## src/rtl/dma_seq_pkg.sv

```systemverilog
package dma_seq_pkg;
  typedef enum logic [1:0] {
    AM_HOLD = 2'd0,
    AM_INC  = 2'd1,
    AM_DEC  = 2'd2,
    AM_IDX  = 2'd3
  } addr_mode_e;

  typedef enum logic [1:0] {
    ST_IDLE = 2'd0,
    ST_RD   = 2'd1,
    ST_WR   = 2'd2
  } xfer_st_e;

  // bit 0 = en ... bit 9 = autoinit
  typedef struct packed {
    logic       autoinit;
    logic       imod;
    logic       irq_en;
    logic       ring;
    logic       sync_en;
    addr_mode_e dst_mode;
    addr_mode_e src_mode;
    logic       en;
  } ctl_t;

  localparam int CTL_W = $bits(ctl_t);

  localparam logic [2:0] RA_SRC_BASE = 3'd0;
  localparam logic [2:0] RA_DST_BASE = 3'd1;
  localparam logic [2:0] RA_SRC_IDX  = 3'd2;
  localparam logic [2:0] RA_DST_IDX  = 3'd3;
  localparam logic [2:0] RA_ELEM     = 3'd4;
  localparam logic [2:0] RA_FRAME    = 3'd5;
  localparam logic [2:0] RA_FRLD     = 3'd6;
  localparam logic [2:0] RA_CTL      = 3'd7;
endpackage

```

## src/rtl/dma_addr_step.sv

```systemverilog
module dma_addr_step
  import dma_seq_pkg::*;
#(
  parameter int AW = 16
) (
  input  logic          clk_i,
  input  logic          rst_ni,
  input  logic          load_i,
  input  logic [AW-1:0] base_i,
  input  addr_mode_e    mode_i,
  input  logic [AW-1:0] index_i,
  input  logic          step_i,
  output logic [AW-1:0] addr_o
);
  logic [AW-1:0] next_addr;

  always_comb begin
    unique case (mode_i)
      AM_INC:  next_addr = addr_o + AW'(1);
      AM_DEC:  next_addr = addr_o - AW'(1);
      AM_IDX:  next_addr = addr_o + index_i;
      default: next_addr = addr_o;
    endcase
  end

  always_ff @(posedge clk_i or negedge rst_ni) begin
    if (!rst_ni)     addr_o <= '0;
    else if (load_i) addr_o <= base_i;
    else if (step_i) addr_o <= next_addr;
  end

  AST_ADDR_HELD: assert property (@(posedge clk_i) disable iff (!rst_ni)
    (!load_i && (!step_i || mode_i == AM_HOLD)) |=> $stable(addr_o));
  AST_ADDR_INC: assert property (@(posedge clk_i) disable iff (!rst_ni)
    (!load_i && step_i && mode_i == AM_INC) |=> addr_o == $past(addr_o) + AW'(1));
endmodule

```

## src/rtl/dma_xfer_cnt.sv

```systemverilog
module dma_xfer_cnt #(
  parameter int EW = 16,
  parameter int FW = 8
) (
  input  logic          clk_i,
  input  logic          rst_ni,
  input  logic          arm_i,
  input  logic [EW-1:0] elem_len_i,
  input  logic [FW-1:0] frame_len_i,
  input  logic [FW-1:0] frame_rld_i,
  input  logic          autoinit_i,
  input  logic          ring_i,
  input  logic          rd_done_i,
  input  logic          wr_done_i,
  output logic          last_elem_o,
  output logic          half_o,
  output logic          block_end_o
);
  logic [EW-1:0] elem_left_q;
  logic [FW-1:0] frame_left_q;
  logic          is_last, hits_half, last_frame;

  assign is_last    = elem_left_q <= EW'(1);
  assign hits_half  = (elem_len_i >= EW'(2)) &&
                      (elem_left_q - EW'(1) == elem_len_i - (elem_len_i >> 1));
  assign last_frame = frame_left_q <= FW'(1);

  always_ff @(posedge clk_i or negedge rst_ni) begin
    if (!rst_ni) begin
      elem_left_q  <= '0;
      frame_left_q <= '0;
      last_elem_o  <= 1'b0;
      half_o       <= 1'b0;
      block_end_o  <= 1'b0;
    end else if (arm_i) begin
      elem_left_q  <= elem_len_i;
      frame_left_q <= frame_len_i;
      last_elem_o  <= 1'b0;
      half_o       <= 1'b0;
      block_end_o  <= 1'b0;
    end else if (rd_done_i) begin
      elem_left_q <= is_last ? elem_len_i : elem_left_q - EW'(1);
      if (is_last && !ring_i && frame_left_q != '0)
        frame_left_q <= frame_left_q - FW'(1);
      last_elem_o <= is_last;
      half_o      <= hits_half;
      block_end_o <= is_last && !ring_i && last_frame;
    end else if (wr_done_i && block_end_o && autoinit_i) begin
      frame_left_q <= frame_rld_i;
    end
  end

  AST_BLOCK_IS_FRAME_END: assert property (@(posedge clk_i) disable iff (!rst_ni)
    block_end_o |-> last_elem_o);
endmodule

```

## src/rtl/dma_irq_sel.sv

```systemverilog
module dma_irq_sel (
  input  logic clk_i,
  input  logic rst_ni,
  input  logic ev_i,
  input  logic irq_en_i,
  input  logic imod_i,
  input  logic ring_i,
  input  logic half_i,
  input  logic last_elem_i,
  input  logic block_end_i,
  output logic irq_o
);
  logic fire;

  always_comb begin
    if (!irq_en_i || !ev_i) fire = 1'b0;
    else if (ring_i)        fire = last_elem_i || (imod_i && half_i);
    else                    fire = imod_i ? last_elem_i : block_end_i;
  end

  always_ff @(posedge clk_i or negedge rst_ni) begin
    if (!rst_ni) irq_o <= 1'b0;
    else         irq_o <= fire;
  end

  AST_IRQ_PULSE: assert property (@(posedge clk_i) disable iff (!rst_ni)
    irq_o |=> !irq_o || $past(ev_i));
  AST_IRQ_GATED: assert property (@(posedge clk_i) disable iff (!rst_ni)
    irq_o |-> $past(irq_en_i));
endmodule

```

## src/rtl/dma_chan_seq.sv

```systemverilog
module dma_chan_seq
  import dma_seq_pkg::*;
#(
  parameter int AW = 16,
  parameter int EW = 16,
  parameter int FW = 8
) (
  input  logic          clk_i,
  input  logic          rst_ni,
  input  logic          reg_we_i,
  input  logic [2:0]    reg_addr_i,
  input  logic [AW-1:0] reg_wdata_i,
  input  logic          sync_i,
  output logic          rd_req_o,
  output logic [AW-1:0] rd_addr_o,
  input  logic          rd_ack_i,
  output logic          wr_req_o,
  output logic [AW-1:0] wr_addr_o,
  input  logic          wr_ack_i,
  output logic          irq_o,
  output logic          en_o
);
  localparam int NSIDE = 2;

  ctl_t          ctl_q;
  xfer_st_e      st_q;
  logic [AW-1:0] base_q [NSIDE];
  logic [AW-1:0] idx_q  [NSIDE];
  logic [AW-1:0] addr   [NSIDE];
  logic [EW-1:0] elem_len_q;
  logic [FW-1:0] frame_len_q, frame_rld_q;
  logic          rd_done, wr_done, arm, rewind, stop;
  logic          last_elem, half, block_end;
  addr_mode_e    mode   [NSIDE];
  logic          step   [NSIDE];

  assign rd_done = (st_q == ST_RD) && rd_ack_i;
  assign wr_done = (st_q == ST_WR) && wr_ack_i;
  assign arm     = reg_we_i && reg_addr_i == RA_CTL && reg_wdata_i[0];
  assign rewind  = wr_done && ((block_end && ctl_q.autoinit) || (ctl_q.ring && last_elem));
  assign stop    = wr_done && block_end && !ctl_q.autoinit;

  always_ff @(posedge clk_i or negedge rst_ni) begin
    if (!rst_ni) begin
      ctl_q       <= '0;
      base_q      <= '{default: '0};
      idx_q       <= '{default: '0};
      elem_len_q  <= '0;
      frame_len_q <= '0;
      frame_rld_q <= '0;
    end else if (reg_we_i) begin
      unique case (reg_addr_i)
        RA_SRC_BASE: base_q[0]   <= reg_wdata_i;
        RA_DST_BASE: base_q[1]   <= reg_wdata_i;
        RA_SRC_IDX:  idx_q[0]    <= reg_wdata_i;
        RA_DST_IDX:  idx_q[1]    <= reg_wdata_i;
        RA_ELEM:     elem_len_q  <= reg_wdata_i[EW-1:0];
        RA_FRAME:    frame_len_q <= reg_wdata_i[FW-1:0];
        RA_FRLD:     frame_rld_q <= reg_wdata_i[FW-1:0];
        default:     ctl_q       <= ctl_t'(reg_wdata_i[CTL_W-1:0]);
      endcase
    end else if (stop) begin
      ctl_q.en <= 1'b0;
    end
  end

  always_ff @(posedge clk_i or negedge rst_ni) begin
    if (!rst_ni) st_q <= ST_IDLE;
    else begin
      unique case (st_q)
        ST_IDLE: if (ctl_q.en && (!ctl_q.sync_en || sync_i)) st_q <= ST_RD;
        ST_RD:   if (rd_ack_i) st_q <= ST_WR;
        ST_WR:   if (wr_ack_i) st_q <= ST_IDLE;
        default: st_q <= ST_IDLE;
      endcase
    end
  end

  assign mode[0] = ctl_q.src_mode;
  assign mode[1] = ctl_q.dst_mode;
  assign step[0] = rd_done;
  assign step[1] = wr_done;

  for (genvar s = 0; s < NSIDE; s++) begin : g_side
    dma_addr_step #(.AW(AW)) u_step (
      .clk_i   (clk_i),
      .rst_ni  (rst_ni),
      .load_i  (arm || rewind),
      .base_i  (base_q[s]),
      .mode_i  (mode[s]),
      .index_i (idx_q[s]),
      .step_i  (step[s]),
      .addr_o  (addr[s])
    );
  end

  dma_xfer_cnt #(.EW(EW), .FW(FW)) u_cnt (
    .clk_i       (clk_i),
    .rst_ni      (rst_ni),
    .arm_i       (arm),
    .elem_len_i  (elem_len_q),
    .frame_len_i (frame_len_q),
    .frame_rld_i (frame_rld_q),
    .autoinit_i  (ctl_q.autoinit),
    .ring_i      (ctl_q.ring),
    .rd_done_i   (rd_done),
    .wr_done_i   (wr_done),
    .last_elem_o (last_elem),
    .half_o      (half),
    .block_end_o (block_end)
  );

  dma_irq_sel u_irq (
    .clk_i       (clk_i),
    .rst_ni      (rst_ni),
    .ev_i        (wr_done),
    .irq_en_i    (ctl_q.irq_en),
    .imod_i      (ctl_q.imod),
    .ring_i      (ctl_q.ring),
    .half_i      (half),
    .last_elem_i (last_elem),
    .block_end_i (block_end),
    .irq_o       (irq_o)
  );

  assign rd_req_o  = st_q == ST_RD;
  assign wr_req_o  = st_q == ST_WR;
  assign rd_addr_o = addr[0];
  assign wr_addr_o = addr[1];
  assign en_o      = ctl_q.en;

  AST_RD_HOLD: assert property (@(posedge clk_i) disable iff (!rst_ni)
    (rd_req_o && !rd_ack_i && !reg_we_i) |=> rd_req_o && $stable(rd_addr_o));
  AST_WR_HOLD: assert property (@(posedge clk_i) disable iff (!rst_ni)
    (wr_req_o && !wr_ack_i && !reg_we_i) |=> wr_req_o && $stable(wr_addr_o));
  AST_STOP_QUIET: assert property (@(posedge clk_i) disable iff (!rst_ni)
    (stop && !reg_we_i) |=> !en_o && !rd_req_o && !wr_req_o);
endmodule

```

## config.mk

```make
export PLATFORM = sky130hd
export DESIGN_NAME = dma_chan_seq
export DESIGN_NICKNAME = d
export VERILOG_FILES = /design/src/rtl/dma_seq_pkg.sv /design/src/rtl/dma_addr_step.sv /design/src/rtl/dma_xfer_cnt.sv /design/src/rtl/dma_irq_sel.sv /design/src/rtl/dma_chan_seq.sv
export SDC_FILE = /design/constraint.sdc
export NUM_CORES = 1
export LEC_CHECK = 0
export ABC_AREA = 1
export BUFFER_PORTS_ARGS = -buffer_cell sky130_fd_sc_hd__buf_2
export CORE_AREA = 2 2 150 152
export DETAILED_ROUTE_END_ITERATION = 10
export DIE_AREA = 0 0 152 154
export PLACE_DENSITY = 0.65
export REMOVE_ABC_BUFFERS = 1
export SYNTH_ARGS = -nofsm -noshare
export SYNTH_HDL_FRONTEND = slang
export SYNTH_SLANG_ARGS = --single-unit
```

## constraint.sdc

```tcl
create_clock -name clk_i -period 7 [get_ports clk_i]
set_clock_uncertainty 0.1 [all_clocks]
set_input_delay 0.7 -clock clk_i [delete_from_list [all_inputs] [get_ports clk_i]]
set_output_delay 0.7 -clock clk_i [all_outputs]
set_load 0.02 [all_outputs]
```

==> metrics.txt <==
Pre-antenna DRT Iters 5; Sequential Power Share 0.328; FILL cells between 2k and 2.5k; first-pass GRT wire length between 40,000 and 50,000 microns; Mapped Area 0.0108 sq mm; final hold violations 0; Pleak about 6.1 nW; Sequential Area ~0.0042 sq mm; top cell type's share of synthesized area 0.391; routed vias about 9.5k; htree depth 4; net switching power figure 1.98 mW; Inserted Diodes 0; Wirelength per Cell about 17 microns; post_cts resized 0; combinational power share 0.453; vias per std cell around 5.4; top-count cell post-synth nand2_1; die area 0.0234 sq mm; Rel. slew slack 0.242; number of global-route vias before repair 8,948; Setup Buffers After CTS 0; Worst setup SP type register; WP data required about 7200 ps; Overflow after GRT 0; Reg clk slew, reported paths roughly 70 ps; FP Rows 54; sequential area share after synthesis 0.391; port bufs 60; R2R depth 13; Syn Inst Count 1,414; CTS Sinks around 170; initial antenna violation count 0; largest net degree at the start of global routing 97; boundary pin count 61; synth warn 0; worst hold slack between 200 and 250 ps; Worst setup EP type register; share of post-route cells with drive strength above 1 0.110; Clock Path Buffers 2; Synth area leaders dfrtp_1 39%, nand2_1 14%, ha_1 7.4%; Buf/Inv on CP 1; latest clock arrival within the worst-skew pair between 400 and 500 ps; crit path from ctl_q[4]; Cell variety after synth 56; GRT Util Overall 0.251; r2r endpoint g_side[1].u_step.addr_o[10]; Clk pwr share 0.218; WL final 29,200 microns; switching part of the total 0.437; TritonCTS clock tree built; max cap viols 0; initial core utilization 0.496; crit path max-delay cell type ha_1; hold buffers post-CTS 0; Avg Cell Area, Syn between 7 and 8 sq um; Post-route DRC 0; CP max stage delay slightly below 600 ps; Setup CP Type reg -> reg; FF-to-FF setup slack roughly 4100 ps; worst min path class in -> async; Pint 2.55 mW; Peak VDD IR approximately 0.19 mV; fin crit period approximately 2900 ps; Clock Tree Root clkbuf_16; total negative slack 0 ps; Yosys reg bits between 150 and 200; Async SR Flop Fraction 1.00; top cell type by total area after synthesis dfrtp_1; Iter 0 DRT Violations 583; final worst-path cycle share 0.414; Top FF cell, synth dfrtp_1; Tightest Pin Transition around 1100 ps; worst-path fanout max 17; power density over the cells 383 mW/mm^2; Die Width 152 microns; crit path cell chain ha_1 > a21oi_1 > fa_1 > inv_1 > nand3_1 > nand2_1 > a21boi_1 > o21ai_0 > nand2_1 > nand2_1 > a21oi_1 > o21ai_0 > a21oi_1; area grow syn2layout 9.74%; status finished, final reports clean; Fmax ~340 MHz; worst r2r src ctl_q[4]; final net count ~1.5k; Commonest cells post-synth 393 x nand2_1, 168 x dfrtp_1, 149 x inv_1; fin. max-slew vios 0; Post-synth EDFFs 0; die height approximately 150 microns; crit path DAT 3110 ps; Core Region between 0.02 and 0.025 sq mm; CTS Buf Count 17; CP top delay family adder cells; RSZ-0062 raised after global routing no; endpoints failing setup 0; hpwl dp ~22,000 microns; Routability Congestion 0.904; Multi-input gate area approximately 0.0057 sq mm; post-route ant nets 0
[metal layers]
layer	part of all wire	vias up	track usage
met3	0.044	31	0.0383
met4	0.014	0	0.0579
met5	0	-	0
met1	0.46	4502	0.345
li1	-	4698	-
met2	0.48	219	0.423
[worst max path at each step]
stage / endpoint / depth (start not counted)
after floorplan: g_side[1].u_step.addr_o[10] / 15
after global placement: g_side[1].u_step.addr_o[13] / 9
after detailed placement: g_side[1].u_step.addr_o[4] / 9
after CTS: g_side[1].u_step.addr_o[10] / 13
after global routing: g_side[1].u_step.addr_o[10] / 13
final: g_side[1].u_step.addr_o[10] / 13
[metrics by stage]
step | util | worst slack [ps] | cell area, sq um | cells | total power [mW]
floorplan | - | 4450 | 10500 | 1375 | 2.98
global placement | 0.516 | 4110 | 11200 | 1716 | 3.51
detailed placement | 0.516 | 4050 | 11200 | 1716 | 3.54
CTS | 0.545 | 4110 | 11800 | 1748 | 4.54
global route | 0.545 | 3770 | 11800 | 1748 | 4.89
finish | 0.545 | 4100 | 11800 | 1748 | 4.53
[sequential cells by signal (all words and copies together), names as in the netlist, 2 cells and up]
register,flops
base_q,32
ctl_q,9
elem_len_q,16
frame_len_q,8
frame_rld_q,8
g_side.u_step.addr_o,32
idx_q,32
st_q,2
u_cnt.elem_left_q,16
u_cnt.frame_left_q,8
[kinds of logic after synthesis]
| kind of cell | count (synthesis) | synth area share |
|---|---|---|
| AO/OA/AOI/OAI | 310 | 0.171 |
| XOR/XNOR | 36 | 0.0293 |
| adder cells (fa/ha/maj) | 67 | 0.0800 |
| buffers and inverters | 206 | 0.0802 |
| flip-flops | 168 | 0.391 |
| multiplexers | 1 | 0.000930 |
| AND/OR/NAND/NOR | 626 | 0.248 |
[area by class of cell]
type                    count  share of cell area
clock buffers              19              0.0375
clock inverters            13              0.0142
inverters                 167              0.0539
multi-input cells        1040               0.482
flip-flops and latches    168               0.356
well taps                 280              0.0297
repair buffers             61              0.0266
[power by group through the flow]
stage                     registers (mW)  logic (mW)  clock network [mW]
final                               1.49        2.05               0.989
after global routing                1.52        2.33                1.04
after CTS                           1.49        2.05                1.00
after detailed placement            1.50        2.04                   0
after global placement              1.50        2.01                   0
after floorplan                     1.52        1.46                   0
[placed cells by master, fill, tap and decap left out, types with 8 or more instances in the layout]
master,instances
a21oi_1,75
a22oi_1,9
buf_2,59
clkbuf_16,17
dfrtp_1,168
ha_1,64
inv_1,149
inv_2,13
nand2_1,393
nand2_2,8
nand3_1,64
nand4_1,9
nor2_1,112
nor2_2,9
o21ai_0,133
o21ai_1,29
o21ai_2,10
xnor2_1,14
xor2_1,22
Note: power is estimated with default switching activity, not from simulation.
